<file path="src/rtl/opmode_pkg.sv">
// Shared constants for the operating-mode register and memory decoder.
// Assumes a 24-bit register with six implemented bits.
package opmode_pkg;
    localparam int OMR_W  = 24;
    localparam int OMR_BW = $clog2(OMR_W);
    localparam logic [OMR_W-1:0] OMR_IMPL_MASK = 24'h00005F;

    localparam int B_MA = 0;
    localparam int B_MB = 1;
    localparam int B_DE = 2;
    localparam int B_YD = 3;
    localparam int B_MC = 4;
    localparam int B_SD = 6;

    localparam logic [2:0] UPD_WRITE = 3'd0;
    localparam logic [2:0] UPD_AND   = 3'd1;
    localparam logic [2:0] UPD_OR    = 3'd2;
    localparam logic [2:0] UPD_BSET  = 3'd3;
    localparam logic [2:0] UPD_BCLR  = 3'd4;
    localparam logic [2:0] UPD_BFLIP = 3'd5;

    localparam int SEL_W      = 4;
    localparam int SEL_RAM    = 0;
    localparam int SEL_ROM    = 1;
    localparam int SEL_PERIPH = 2;
    localparam int SEL_EXT    = 3;
endpackage

</file>
<file path="src/rtl/opmode_reg.sv">
// Operating-mode register. During reset it samples the mode pins into the
// mode bits and clears the gating bits. After reset it changes only
// through the update port. It also raises a flag once the pins have been
// released for interrupt use. Assumes a synchronous active-low reset.
module opmode_reg
    import opmode_pkg::*;
#(
    parameter int W  = OMR_W,
    parameter int BW = OMR_BW
) (
    input  logic          clk,
    input  logic          rst_n,
    input  logic          pin_a,
    input  logic          pin_b,
    input  logic          pin_c,
    input  logic          upd_en,
    input  logic [2:0]    upd_op,
    input  logic [W-1:0]  upd_data,
    input  logic [BW-1:0] upd_bit,
    output logic [W-1:0]  omr_q,
    output logic          pins_irq
);
    localparam logic [W-1:0] IMPL = W'(OMR_IMPL_MASK);

    logic [W-1:0] bit_sel;
    logic [W-1:0] upd_next;
    logic [W-1:0] rst_val;

    // Reset image: mode bits from the pins, everything else zero.
    always_comb begin
        rst_val       = '0;
        rst_val[B_MA] = pin_a;
        rst_val[B_MB] = pin_b;
        rst_val[B_MC] = pin_c;
    end

    // Next value for each update operation. An index past the width selects nothing.
    always_comb begin
        bit_sel = W'(1) << upd_bit;
        case (upd_op)
            UPD_WRITE: upd_next = upd_data;
            UPD_AND:   upd_next = omr_q & upd_data;
            UPD_OR:    upd_next = omr_q | upd_data;
            UPD_BSET:  upd_next = omr_q | bit_sel;
            UPD_BCLR:  upd_next = omr_q & ~bit_sel;
            UPD_BFLIP: upd_next = omr_q ^ bit_sel;
            default:   upd_next = omr_q;
        endcase
    end

    // Register state: reset capture, or the masked update.
    always_ff @(posedge clk) begin
        if (!rst_n) begin
            omr_q <= rst_val;
        end else if (upd_en) begin
            omr_q <= upd_next & IMPL;
        end
    end

    // Flag showing that the mode pins now act as interrupt inputs.
    always_ff @(posedge clk) begin
        if (!rst_n) begin
            pins_irq <= 1'b0;
        end else begin
            pins_irq <= 1'b1;
        end
    end
endmodule

</file>
<file path="src/rtl/addr_space_dec.sv">
// Address decoder for one memory space. It produces a one-hot region
// select: RAM at the bottom, an optional gated ROM window, and an optional
// peripheral window at the top (peripheral takes priority). space_off
// forces every address external. Purely combinational.
module addr_space_dec
    import opmode_pkg::*;
#(
    parameter int ADDR_W      = 16,
    parameter int RAM_WORDS   = 256,
    parameter bit HAS_ROM     = 1'b1,
    parameter int ROM_BASE    = 256,
    parameter int ROM_WORDS   = 256,
    parameter bit HAS_PERIPH  = 1'b1,
    parameter int PERIPH_BASE = 'hFFC0
) (
    input  logic [ADDR_W-1:0] addr,
    input  logic              space_off,
    input  logic              rom_en,
    output logic [SEL_W-1:0]  sel,
    output logic              ext
);
    localparam logic [ADDR_W-1:0] RAM_LAST = ADDR_W'(RAM_WORDS - 1);
    localparam logic [ADDR_W-1:0] ROM_LO   = ADDR_W'(ROM_BASE);
    localparam logic [ADDR_W-1:0] ROM_HI   = ADDR_W'(ROM_BASE + ROM_WORDS - 1);
    localparam logic [ADDR_W-1:0] PER_LO   = ADDR_W'(PERIPH_BASE);

    logic ram_hit;
    logic rom_hit;
    logic per_hit;

    // RAM window starts at address zero.
    assign ram_hit = (addr <= RAM_LAST);

    generate
        if (HAS_ROM) begin : g_rom
            // ROM window counts only when enabled.
            assign rom_hit = rom_en && (addr >= ROM_LO) && (addr <= ROM_HI);
        end else begin : g_no_rom
            logic unused_rom_en;
            assign unused_rom_en = rom_en;
            assign rom_hit = 1'b0;
        end
        if (HAS_PERIPH) begin : g_per
            // Peripheral window runs to the top of the space.
            assign per_hit = (addr >= PER_LO);
        end else begin : g_no_per
            assign per_hit = 1'b0;
        end
    endgenerate

    // Prioritised region choice into a one-hot select.
    always_comb begin
        sel = '0;
        if (space_off)    sel[SEL_EXT]    = 1'b1;
        else if (per_hit) sel[SEL_PERIPH] = 1'b1;
        else if (ram_hit) sel[SEL_RAM]    = 1'b1;
        else if (rom_hit) sel[SEL_ROM]    = 1'b1;
        else              sel[SEL_EXT]    = 1'b1;
    end

    assign ext = sel[SEL_EXT];
endmodule

</file>
<file path="src/rtl/opmode_mem_decode.sv">
// Top: operating-mode register plus the X, Y and program decoders. The
// decode reads the registered bits, so an update shows on the selects one
// cycle after it is issued. Assumes a synchronous active-low reset.
module opmode_mem_decode
    import opmode_pkg::*;
#(
    parameter int ADDR_W      = 16,
    parameter int DATA_RAM_W  = 256,
    parameter int DATA_ROM_W  = 256,
    parameter int PROG_RAM_W  = 512,
    parameter int PERIPH_BASE = 'hFFC0
) (
    input  logic              clk,
    input  logic              rst_n,
    input  logic              mode_pin_a,
    input  logic              mode_pin_b,
    input  logic              mode_pin_c,
    input  logic              upd_en,
    input  logic [2:0]        upd_op,
    input  logic [OMR_W-1:0]  upd_data,
    input  logic [OMR_BW-1:0] upd_bit,
    output logic [OMR_W-1:0]  omr_q,
    output logic              pins_are_irq,
    input  logic [ADDR_W-1:0] x_addr,
    output logic [SEL_W-1:0]  x_sel,
    output logic              x_ext,
    input  logic [ADDR_W-1:0] y_addr,
    output logic [SEL_W-1:0]  y_sel,
    output logic              y_ext,
    input  logic [ADDR_W-1:0] p_addr,
    output logic [SEL_W-1:0]  p_sel,
    output logic              p_ext
);
    logic prog_off;

    opmode_reg #(.W(OMR_W), .BW(OMR_BW)) reg_i (
        .clk      (clk),
        .rst_n    (rst_n),
        .pin_a    (mode_pin_a),
        .pin_b    (mode_pin_b),
        .pin_c    (mode_pin_c),
        .upd_en   (upd_en),
        .upd_op   (upd_op),
        .upd_data (upd_data),
        .upd_bit  (upd_bit),
        .omr_q    (omr_q),
        .pins_irq (pins_are_irq)
    );

    // Mode with B set and A clear has no internal program RAM.
    assign prog_off = omr_q[B_MB] && !omr_q[B_MA];

    addr_space_dec #(
        .ADDR_W(ADDR_W), .RAM_WORDS(DATA_RAM_W), .HAS_ROM(1'b1),
        .ROM_BASE(DATA_RAM_W), .ROM_WORDS(DATA_ROM_W),
        .HAS_PERIPH(1'b1), .PERIPH_BASE(PERIPH_BASE)
    ) x_dec_i (
        .addr(x_addr), .space_off(1'b0), .rom_en(omr_q[B_DE]),
        .sel(x_sel), .ext(x_ext)
    );

    addr_space_dec #(
        .ADDR_W(ADDR_W), .RAM_WORDS(DATA_RAM_W), .HAS_ROM(1'b1),
        .ROM_BASE(DATA_RAM_W), .ROM_WORDS(DATA_ROM_W),
        .HAS_PERIPH(1'b0), .PERIPH_BASE(PERIPH_BASE)
    ) y_dec_i (
        .addr(y_addr), .space_off(omr_q[B_YD]), .rom_en(omr_q[B_DE]),
        .sel(y_sel), .ext(y_ext)
    );

    addr_space_dec #(
        .ADDR_W(ADDR_W), .RAM_WORDS(PROG_RAM_W), .HAS_ROM(1'b0),
        .ROM_BASE(PROG_RAM_W), .ROM_WORDS(1),
        .HAS_PERIPH(1'b0), .PERIPH_BASE(PERIPH_BASE)
    ) p_dec_i (
        .addr(p_addr), .space_off(prog_off), .rom_en(1'b0),
        .sel(p_sel), .ext(p_ext)
    );
endmodule

</file>
<file path="config.mk">
export PLATFORM = sky130hd
export DESIGN_NAME = opmode_mem_decode
export DESIGN_NICKNAME = d
export VERILOG_FILES = /design/src/rtl/opmode_pkg.sv /design/src/rtl/opmode_reg.sv /design/src/rtl/addr_space_dec.sv /design/src/rtl/opmode_mem_decode.sv
export SDC_FILE = /design/constraint.sdc
export NUM_CORES = 1
export LEC_CHECK = 0
export ABC_AREA = 1
export BUFFER_PORTS_ARGS = -buffer_cell sky130_fd_sc_hd__buf_4
export CAP_MARGIN = 20
export CORE_MARGIN = 1.5
export CORE_UTILIZATION = 33
export DETAILED_ROUTE_END_ITERATION = 8
export PLACE_DENSITY = 0.86
export SLEW_MARGIN = 20
export SYNTH_ARGS = -nofsm -noshare
export SYNTH_HDL_FRONTEND = slang
export SYNTH_SLANG_ARGS = --single-unit
</file>
<file path="constraint.sdc">
create_clock -name clk -period 1.79 [get_ports clk]
set_input_delay 0.358 -clock clk [delete_from_list [all_inputs] [get_ports clk]]
set_output_delay 0.358 -clock clk [all_outputs]
set_load 0.01 [all_outputs]
</file>
==> flow_summary.ini <==
[run_status]
status = finished clean

[layout]
area_growth_pct = 36.11
postLayoutCoreUtil = 0.4734
nNetsFinal = 385
antennaDiodeCount = 0
finish.cell_count_without_fillers = 334
finalInstanceArea_sq_mm = 0.001759
drive_above_1_share = 0.2797

[global_route]
antenna_found_initial = 0
largest_net_degree_at_the_start_of_global_routing = 16
grt_overflow = 0
vias_in_the_first_global_route = 1402
grt_pass1_wl_um = 5506
grt_use_total = 0.1552

[pwr]
irDropWorstVdd_uv = 195.4
power-per-cell-area_mw_per_mm2 = 383.4
design_power_total_uw = 674.4
leakagePower_nw = 1.017

[critical_path]
cp_common_cell = inv_1
worstPathBufferInverterCount = 3
cp_data_required_time_ns = 1.43
endpoint_class_of_the_critical_path = output pin
worstSetupPathType = reg2out
type_of_origin_of_the_critical_path = flop
cp_data_arrival_time_ns = 1.31
critical_path.cell_chain = inv_1 -> nor2_1 -> nor3_1 -> inv_1 -> buf_4
worst-path-max-fanout = 4
cp_slowest_stage_delay_ns = 0.42
critical_path.slowest_cell = edfxtp_1
cp_top_family = flip-flops

[timing]
timing.final.ws_setup_ns = 0.1225
period_share = 0.9316
finalHoldViolCount = 0
period_minus_slack_ns = 1.668
skew_ns = 0
maxClockFrequency_mhz = 599.7
setup_viol = 0
fin_setup_tns_ns = 0
report.final.slew_viol_count = 0
rsz0062_at_grt = false
whs_ns = 0.2769

[clock_network]
cts_hold_repair.buffers = 0
tritoncts_num_sinks = 7
ctsRootBufferMaster = clkbuf_8
post_cts_resized = 0
cts_tree = built
clock_path_buffers = 2
h_tree_depth_reported_by_cts = 1
clock_latency_ns = 0.23
number_of_clock_buffers_inserted_by_tritoncts = 3
cts.clk_slew.worst_paths_ns = 0.04
post_cts_buffers = 0

[route]
wirelength_um = 3122
via_count = 1479
route.detailed.vias_per_inst = 4.428
wl_per_cell_um = 9.347
detailedRoute.firstIterationViolations = 83
drt_pre_antenna_iters = 4
detail_route.drc_violations = 0
routed_antenna_nets = 0

[floorplan]
io-pin-count = 126
num_rows = 22
design.die.area_sq_mm = 0.004301
start_util = 0.3478
die_y_um = 65.59
die_x_um = 65.59
core_sq_mm = 0.003716

[place]
dpl_cell_area_sq_mm = 0.001690
rd_place_congestion = 0.8262
port-buffer-count = 63
dp_hpwl_um = 2634
setup_ws_pre_cts_ns = -0.1822
dpl.cell_count = 330

[synthesis]
synth_cell_type_count = 21
netlist_area_sq_mm = 0.001292
synth-seq-area-share = 0.1317
synth-warning-count = 0
syn-mean-instance-area_sq_um = 5.694
synthCells = 227
synth-seq-cells = 7

[flow_run]
cap_violations = 0

[worst_hold_path]
hp-class = in2reg
cell type report:
type,count,area (sq um)
Sequential cell,7,170.2
Multi-Input combinational cell,182,893.4
Timing Repair Buffer,64,480.5
Tap cell,48,60.06
Clock inverter,1,5.005
Fill cell,382,1957
Clock buffer,3,41.29
Inverter,29,108.9
final timing paths:
check                               startpoint             end  slack (ns)  cells past startpoint
worst min-delay path                     rst_n  reg_i.pins_irq        0.28                      1
worst max-delay path            reg_i.omr_q[1]           p_ext        0.12                      5
worst max register to register  reg_i.omr_q[4]  reg_i.omr_q[4]        0.31                      8
worst min register to register  reg_i.omr_q[6]  reg_i.omr_q[6]        0.53                      2
cells in the mapped netlist (all sizes together):
library cell  instances  share of area
nand2                64           0.19
nor2                 46           0.14
buf                  29           0.17
inv                  29          0.084
nand3                22          0.085
ha                   12           0.12
nand4                 7          0.034
dfxtp                 4          0.062
nor3                  4          0.015
edfxtp                3          0.070
o21ai                 2          0.011
and2                  1         0.0048
and3                  1         0.0048
conb                  1         0.0029
nor3b                 1         0.0058
or2                   1         0.0048
worst reg2reg max path: stages (launching register included):
cell and delay (ns):
edfxtp_1 0.42, inv_1 0.09, ha_1 0.29, nand4_1 0.09, nand2_1 0.05, nor2_1 0.10
nand2_1 0.06, nand2_1 0.06, nand2_1 0.06
registers in the layout (all words and copies together) (netlist names):
| register | flops |
|---|---|
| reg_i.pins_irq | 1 |
| reg_i.omr_q | 6 |
placed cells by master, fill, tap and decap left out:
master	n
buf_4	64
nand2_1	63
nor2_1	41
inv_1	27
nand3_1	21
conb_1	21
ha_1	12
nand4_1	7
dfxtp_1	4
nor3_1	3
nor2_2	3
clkbuf_8	3
edfxtp_1	3
inv_2	2
nor2_4	2
nor3b_1	1
and2_1	1
nand2_2	1
o21ai_2	1
or2_4	1
nand3_2	1
and3_1	1
o21ai_0	1
nor3_2	1
clkinv_2	1
layer usage:
layer / up-vias / GRT usage / wire length [um]
met2: 61 / 0.3151 / 1675
met1: 640 / 0.1731 / 1251
met5: - / 0 / 0
met3: 0 / 0.02055 / 195
met4: 0 / 0.01823 / 0
li1: 778 / - / -
cell families (layout without fill, tap and decap cells):
family / count (synthesis) / count (layout) / share of synthesized area
AO/OA/AOI/OAI: 2 / 2 / 0.01065
adder cells (fa/ha/maj): 12 / 12 / 0.1162
buffers and inverters: 58 / 97 / 0.2527
flip-flops: 7 / 7 / 0.1317
other: 1 / 21 / 0.002901
AND/OR/NAND/NOR: 147 / 147 / 0.4860
report_power, final:
part           switching, mW  internal, mW
combinational          0.139         0.119
clock                 0.0726         0.151
sequential            0.0133         0.179
(Power assumes the default switching activity.)
